$ cat config.mk
export PLATFORM = sky130hd
export DESIGN_NAME = tape_transport_ctrl
export DESIGN_NICKNAME = d
export VERILOG_FILES = /design/src/rtl/tape_mode_pkg.sv /design/src/rtl/tape_btn_front.sv /design/src/rtl/tape_mode_fsm.sv /design/src/rtl/tape_drive_out.sv /design/src/rtl/tape_transport_ctrl.sv
export SDC_FILE = /design/constraint.sdc
export NUM_CORES = 1
export LEC_CHECK = 0
export BUFFER_PORTS_ARGS = -buffer_cell sky130_fd_sc_hd__buf_2
export CAP_MARGIN = 20
export CORE_AREA = 2 2 39 41
export CTS_BUF_LIST = sky130_fd_sc_hd__clkbuf_4 sky130_fd_sc_hd__clkbuf_8
export DETAILED_ROUTE_END_ITERATION = 7
export DIE_AREA = 0 0 41 43
export PLACE_DENSITY = 0.54
export SLEW_MARGIN = 30
export SYNTH_ARGS = -nofsm -noshare
export SYNTH_HDL_FRONTEND = slang
export SYNTH_SLANG_ARGS = --single-unit
$ cat constraint.sdc
create_clock -name clk -period 1.6 [get_ports clk]
set_input_delay 0.24 -clock clk [delete_from_list [all_inputs] [get_ports clk]]
set_output_delay 0.24 -clock clk [all_outputs]
set_load 0.01 [all_outputs]
$ cat src/rtl/tape_mode_pkg.sv
package tape_mode_pkg;

  typedef enum logic [3:0] {
    ST_STOP      = 4'd0,
    ST_PREP_FWD  = 4'd1,
    ST_FWD       = 4'd2,
    ST_PREP_REW  = 4'd3,
    ST_REW       = 4'd4,
    ST_PREP_PLAY = 4'd5,
    ST_PLAY      = 4'd6,
    ST_PAUSE     = 4'd7,
    ST_PREP_REC  = 4'd8,
    ST_REC       = 4'd9
  } modeState_t;

  // Conditioned button requests, front end to sequencer
  typedef struct packed {
    logic rst;
    logic stop;
    logic pauseRise;
    logic fwd;
    logic rew;
    logic play;
    logic recPlay;
  } btnReq_t;

  // Drive strobes, sequencer to output stage
  typedef struct packed {
    logic stopDrv;
    logic pauseDrv;
    logic fwdDrv;
    logic rewDrv;
    logic playDrv;
    logic recDrv;
  } driveStb_t;

  localparam int DRIVE_W = $bits(driveStb_t);

endpackage

$ cat src/rtl/tape_btn_front.sv
module tape_btn_front
  import tape_mode_pkg::*;
(
  input  logic    clk,
  input  logic    rst,
  input  logic    btnStop,
  input  logic    btnPause,
  input  logic    btnFwd,
  input  logic    btnRew,
  input  logic    btnPlay,
  input  logic    btnRec,
  output btnReq_t req
);

  // Previous pause level, tracked through reset so a press held across
  // reset is not seen as a new edge.
  logic pausePrev;

  always_ff @(posedge clk) begin
    pausePrev <= btnPause;
  end

  always_comb begin
    req.rst       = rst;
    req.stop      = btnStop;
    req.pauseRise = btnPause & ~pausePrev;
    req.fwd       = btnFwd;
    req.rew       = btnRew;
    req.play      = btnPlay;
    req.recPlay   = btnRec & btnPlay;
  end

endmodule

$ cat src/rtl/tape_mode_fsm.sv
module tape_mode_fsm
  import tape_mode_pkg::*;
(
  input  logic      clk,
  input  btnReq_t   req,
  output driveStb_t stb
);

  modeState_t cur;
  modeState_t nxt;

  always_comb begin
    nxt = cur;
    case (cur)
      ST_STOP: begin
        if (req.recPlay)   nxt = ST_PREP_REC;
        else if (req.fwd)  nxt = ST_PREP_FWD;
        else if (req.rew)  nxt = ST_PREP_REW;
        else if (req.play) nxt = ST_PREP_PLAY;
      end
      ST_PREP_FWD:  nxt = ST_FWD;
      ST_PREP_REW:  nxt = ST_REW;
      ST_PREP_PLAY: nxt = ST_PLAY;
      ST_PREP_REC:  nxt = ST_REC;
      ST_PLAY:      if (req.pauseRise) nxt = ST_PAUSE;
      ST_PAUSE:     if (req.pauseRise) nxt = ST_PLAY;
      ST_FWD, ST_REW, ST_REC: nxt = cur;
      default:      nxt = ST_STOP;
    endcase
    if (req.stop) nxt = ST_STOP;
    if (req.rst)  nxt = ST_STOP;
  end

  always_ff @(posedge clk) begin
    cur <= nxt;
  end

  always_comb begin
    stb = '0;
    case (cur)
      ST_PAUSE: stb.pauseDrv = 1'b1;
      ST_FWD:   stb.fwdDrv   = 1'b1;
      ST_REW:   stb.rewDrv   = 1'b1;
      ST_PLAY:  stb.playDrv  = 1'b1;
      ST_REC:   stb.recDrv   = 1'b1;
      default:  stb.stopDrv  = 1'b1;
    endcase
  end

  AST_RESET_TO_STOP: assert property (@(posedge clk)
    req.rst |=> cur == ST_STOP);

  AST_STOP_WINS: assert property (@(posedge clk) disable iff (req.rst)
    req.stop |=> cur == ST_STOP);

  AST_PREP_FWD_ADVANCES: assert property (@(posedge clk) disable iff (req.rst)
    (cur == ST_PREP_FWD && !req.stop) |=> cur == ST_FWD);

  AST_PREP_REW_ADVANCES: assert property (@(posedge clk) disable iff (req.rst)
    (cur == ST_PREP_REW && !req.stop) |=> cur == ST_REW);

  AST_PREP_PLAY_ADVANCES: assert property (@(posedge clk) disable iff (req.rst)
    (cur == ST_PREP_PLAY && !req.stop) |=> cur == ST_PLAY);

  AST_REC_NEEDS_PLAY: assert property (@(posedge clk) disable iff (req.rst)
    (cur == ST_STOP && !req.recPlay) |=> cur != ST_PREP_REC);

  AST_PLAY_HOLDS: assert property (@(posedge clk) disable iff (req.rst)
    (cur == ST_PLAY && !req.stop && !req.pauseRise) |=> cur == ST_PLAY);

  AST_FWD_HOLDS: assert property (@(posedge clk) disable iff (req.rst)
    (cur == ST_FWD && !req.stop) |=> cur == ST_FWD);

endmodule

$ cat src/rtl/tape_drive_out.sv
module tape_drive_out
  import tape_mode_pkg::*;
(
  input  logic      clk,
  input  logic      rst,
  input  driveStb_t stb,
  output logic      tapeStop,
  output logic      tapePause,
  output logic      tapeFwd,
  output logic      tapeRew,
  output logic      tapePlay,
  output logic      tapeRec
);

  logic [DRIVE_W-1:0] driveVec;

  assign tapeStop  = stb.stopDrv;
  assign tapePause = stb.pauseDrv;
  assign tapeFwd   = stb.fwdDrv;
  assign tapeRew   = stb.rewDrv;
  assign tapePlay  = stb.playDrv;
  assign tapeRec   = stb.recDrv;
  assign driveVec  = {tapeStop, tapePause, tapeFwd, tapeRew, tapePlay, tapeRec};

  AST_ONE_DRIVE: assert property (@(posedge clk) disable iff (rst)
    $countones(driveVec) == 1);

  AST_STOP_AFTER_RESET: assert property (@(posedge clk)
    rst |=> tapeStop);

endmodule

$ cat src/rtl/tape_transport_ctrl.sv
module tape_transport_ctrl
  import tape_mode_pkg::*;
(
  input  logic clk,
  input  logic rst,
  input  logic btnStop,
  input  logic btnPause,
  input  logic btnFwd,
  input  logic btnRew,
  input  logic btnPlay,
  input  logic btnRec,
  output logic tapeStop,
  output logic tapePause,
  output logic tapeFwd,
  output logic tapeRew,
  output logic tapePlay,
  output logic tapeRec
);

  btnReq_t   req;
  driveStb_t stb;

  tape_btn_front u_front (
    .clk      (clk),
    .rst      (rst),
    .btnStop  (btnStop),
    .btnPause (btnPause),
    .btnFwd   (btnFwd),
    .btnRew   (btnRew),
    .btnPlay  (btnPlay),
    .btnRec   (btnRec),
    .req      (req)
  );

  tape_mode_fsm u_fsm (
    .clk (clk),
    .req (req),
    .stb (stb)
  );

  tape_drive_out u_out (
    .clk       (clk),
    .rst       (rst),
    .stb       (stb),
    .tapeStop  (tapeStop),
    .tapePause (tapePause),
    .tapeFwd   (tapeFwd),
    .tapeRew   (tapeRew),
    .tapePlay  (tapePlay),
    .tapeRec   (tapeRec)
  );

endmodule

==> impl_metrics.env <==
export IMPL_drc=0
export IMPL_cp_arrival_ps=1270
export IMPL_syn_nets=61
export IMPL_syn_area_um2=436.7
export IMPL_synth_most_common_cell="nand2_1"
export IMPL_io_pins=14
export IMPL_tightest_slew_ps=288.7
export IMPL_synth_commonest_cells="nand2_1, dfxtp_1"
export IMPL_use_met1_pct=18.06
export IMPL_ir_worst_vdd_mv=0.3613
export IMPL_placement_io_buffers=13
export IMPL_p_switching_mw=0.1286
export IMPL_met3_usage_pct=1.571
export IMPL_fin_hold_ws_ps=102.0
export IMPL_critPathLaunchType="register"
export IMPL_antenna_found_initial=0
export IMPL_final_period_utilization_pct=94.64
export IMPL_final_util_pct=40.42
export IMPL_track_usage_pct=13.97
export IMPL_grt_ovfl_total=0
export IMPL_yosys_warnings=0
export IMPL_htreeDepth=1
export IMPL_core_area_um2=1384
export IMPL_drtPass1Iterations=3
export IMPL_busiest_layer="met2"
export IMPL_grt_pass1_wl_um=1635
export IMPL_crit_path_end_kind="output pin"
export IMPL_cts_buffer_depth=2
export IMPL_fmax_mhz=660.4
export IMPL_design_die_area_um2=1763
export IMPL_drt_initial_drc_count=7
export IMPL_leakage_nw=0.2298
export IMPL_clockRootBuffer="clkbuf_4"
export IMPL_ys_types=31
export IMPL_worst_ep_required_time_ps=1360
export IMPL_clock_skew_ps=12.35
export IMPL_vias=436
export IMPL_fp_dieH_um=43
export IMPL_post_synth_top_area_cell="dfxtp_1"
export IMPL_rows=14
export IMPL_antenna_cells=0
export IMPL_setup_viol=0
export IMPL_cts_tree="built"
export IMPL_cts_sinks=5
export IMPL_grtUsageMet2_pct=19.38
export IMPL_status="complete, no violations"
export IMPL_layout_drive_gt1_share_pct=44.29
export IMPL_fin_nets=79
export IMPL_ant_nets=0
export IMPL_hold_viol_final=0
export IMPL_clockPowerShare_pct=42.5
export IMPL_insertion_delay_ps=260
export IMPL_power_density_nw_per_um2=754.6
export IMPL_gp_congestion=0.8108
export IMPL_path_class="register to output pin"
export IMPL_critPathMaxFanout=5
export IMPL_die_w_um=41
export IMPL_avgSynthCellArea_um2=8.239
export IMPL_synth_edf_count=0
export IMPL_slew_violations=0
export IMPL_yosys_most_used_dff="dfxtp_1"
export IMPL_synth_top_cell_area_share_pct=22.92
export IMPL_fin_tns_setup_ps=0
export IMPL_cts_clk_slew_worst_paths_ps=50
export IMPL_combPwrFrac_pct=23.1
export IMPL_grt_pass1_vias=379
export IMPL_async_flop_share_pct=0
export IMPL_ys_seq_elements=5
export IMPL_numCtsBuffers=3
export IMPL_intPower_mw=0.2934
export IMPL_dp_hpwl_um=731.1
export IMPL_wl_per_cell_um=10.91
export IMPL_grt_max_degree=14
export IMPL_rsz0062_at_grt="false"
export IMPL_yosysSeqAreaShare_pct=22.92
export IMPL_start_util_pct=31.56
export IMPL_via_per_inst=5.070
export IMPL_postRouteWirelength_um=938
export IMPL_synth_area_top_cells="dfxtp_1, nor4bb_4, buf_6, nand2_1, mux2i_1"
export IMPL_synth_cells=53
export IMPL_finalCriticalPeriod_ps=1514
export IMPL_drv_cap=0
export IMPL_pwr_share_seq_pct=34.4
export IMPL_hold_class="input pin to register"
export IMPL_area_growth_pct=28.08
export IMPL_swShare_pct=30.48
export IMPL_max_slew_margin_rel_pct=80.68
[stage by stage]
stage | cell area (um^2) | power (mW) | setup WS, ps | std cells
finish | 559.3 | 0.4220 | 85.76 | 86
global route | 559.3 | 0.4388 | 19.45 | 86
CTS | 558.0 | 0.4238 | 90.33 | 86
detailed placement | 526.8 | 0.2450 | 210.0 | 82
global placement | 526.8 | 0.2454 | 223.5 | 82
floorplan | 436.7 | 0.2147 | 393.4 | 53
[power groups by stage]
stage	logic, mW	registers [mW]	clock network, mW
6_report	0.0976	0.145	0.179
3_3_place_gp	0.0985	0.147	0
2_1_floorplan	0.0738	0.141	0
5_1_grt	0.109	0.147	0.182
3_5_place_dp	0.0984	0.147	0
4_1_cts	0.0987	0.145	0.181
[flip-flops by register name, indices dropped and copies added, names as in the netlist]
name	count
u_front.pausePrev	1
u_fsm.cur	4
[final cells by class]
cell class	instances	area, um^2
well taps	16	20.02
multi-input cells	42	295.3
repair buffers	16	100.1
inverters	3	11.26
clock buffers	4	30.03
fillers	148	824.5
flip-flops and latches	5	102.6
[cell usage in the layout (no fill, tap or decap), types with 3 or more instances in the layout]
master     n
nor3_1     3
dfxtp_1    3
nand2_1    6
nor2_1     3
clkbuf_4   4
o21ai_1    3
inv_1      3
buf_2     13
[worst max-delay path: stages (launching register included)]
cell      delay, ps
dfxtp_1         350
buf_4           170
nand2b_1        190
nor3_1          150
buf_2           160
[cells by family after synthesis]
family | Yosys count | share of synthesized area, %
compound gates | 14 | 22.92
buf+inv | 6 | 9.456
flops | 5 | 22.92
xor+xnor | 1 | 2.006
simple gates | 25 | 38.11
mux | 2 | 4.585
[repair_timing]
action / in CTS / in global routing
endpoints found under the setup margin: 2 / 1
hold buffers: 0 / 0
setup buffers: 0 / 0
cloned: 0 / 0
gates resized for setup: 1 / 1
[routing by layer]
metal	up-vias	wire, um	part of all wire (%)
li1	228	-	-
met1	195	436	46
met2	9	438	47
met3	4	17	1.8
met4	0	45	4.8
met5	-	0	0
[path summary, 6_finish.rpt]
kind	from	endpoint	slack, ps	depth (start not counted)
setup / recovery	u_fsm.cur[3]	tapePause	90	4
hold / removal	btnPause	u_front.pausePrev	100	1
setup reg to reg	u_fsm.cur[3]	u_fsm.cur[1]	320	5
hold reg to reg	u_fsm.cur[0]	u_fsm.cur[0]	520	2
Note: power is estimated with default switching activity, not from simulation.
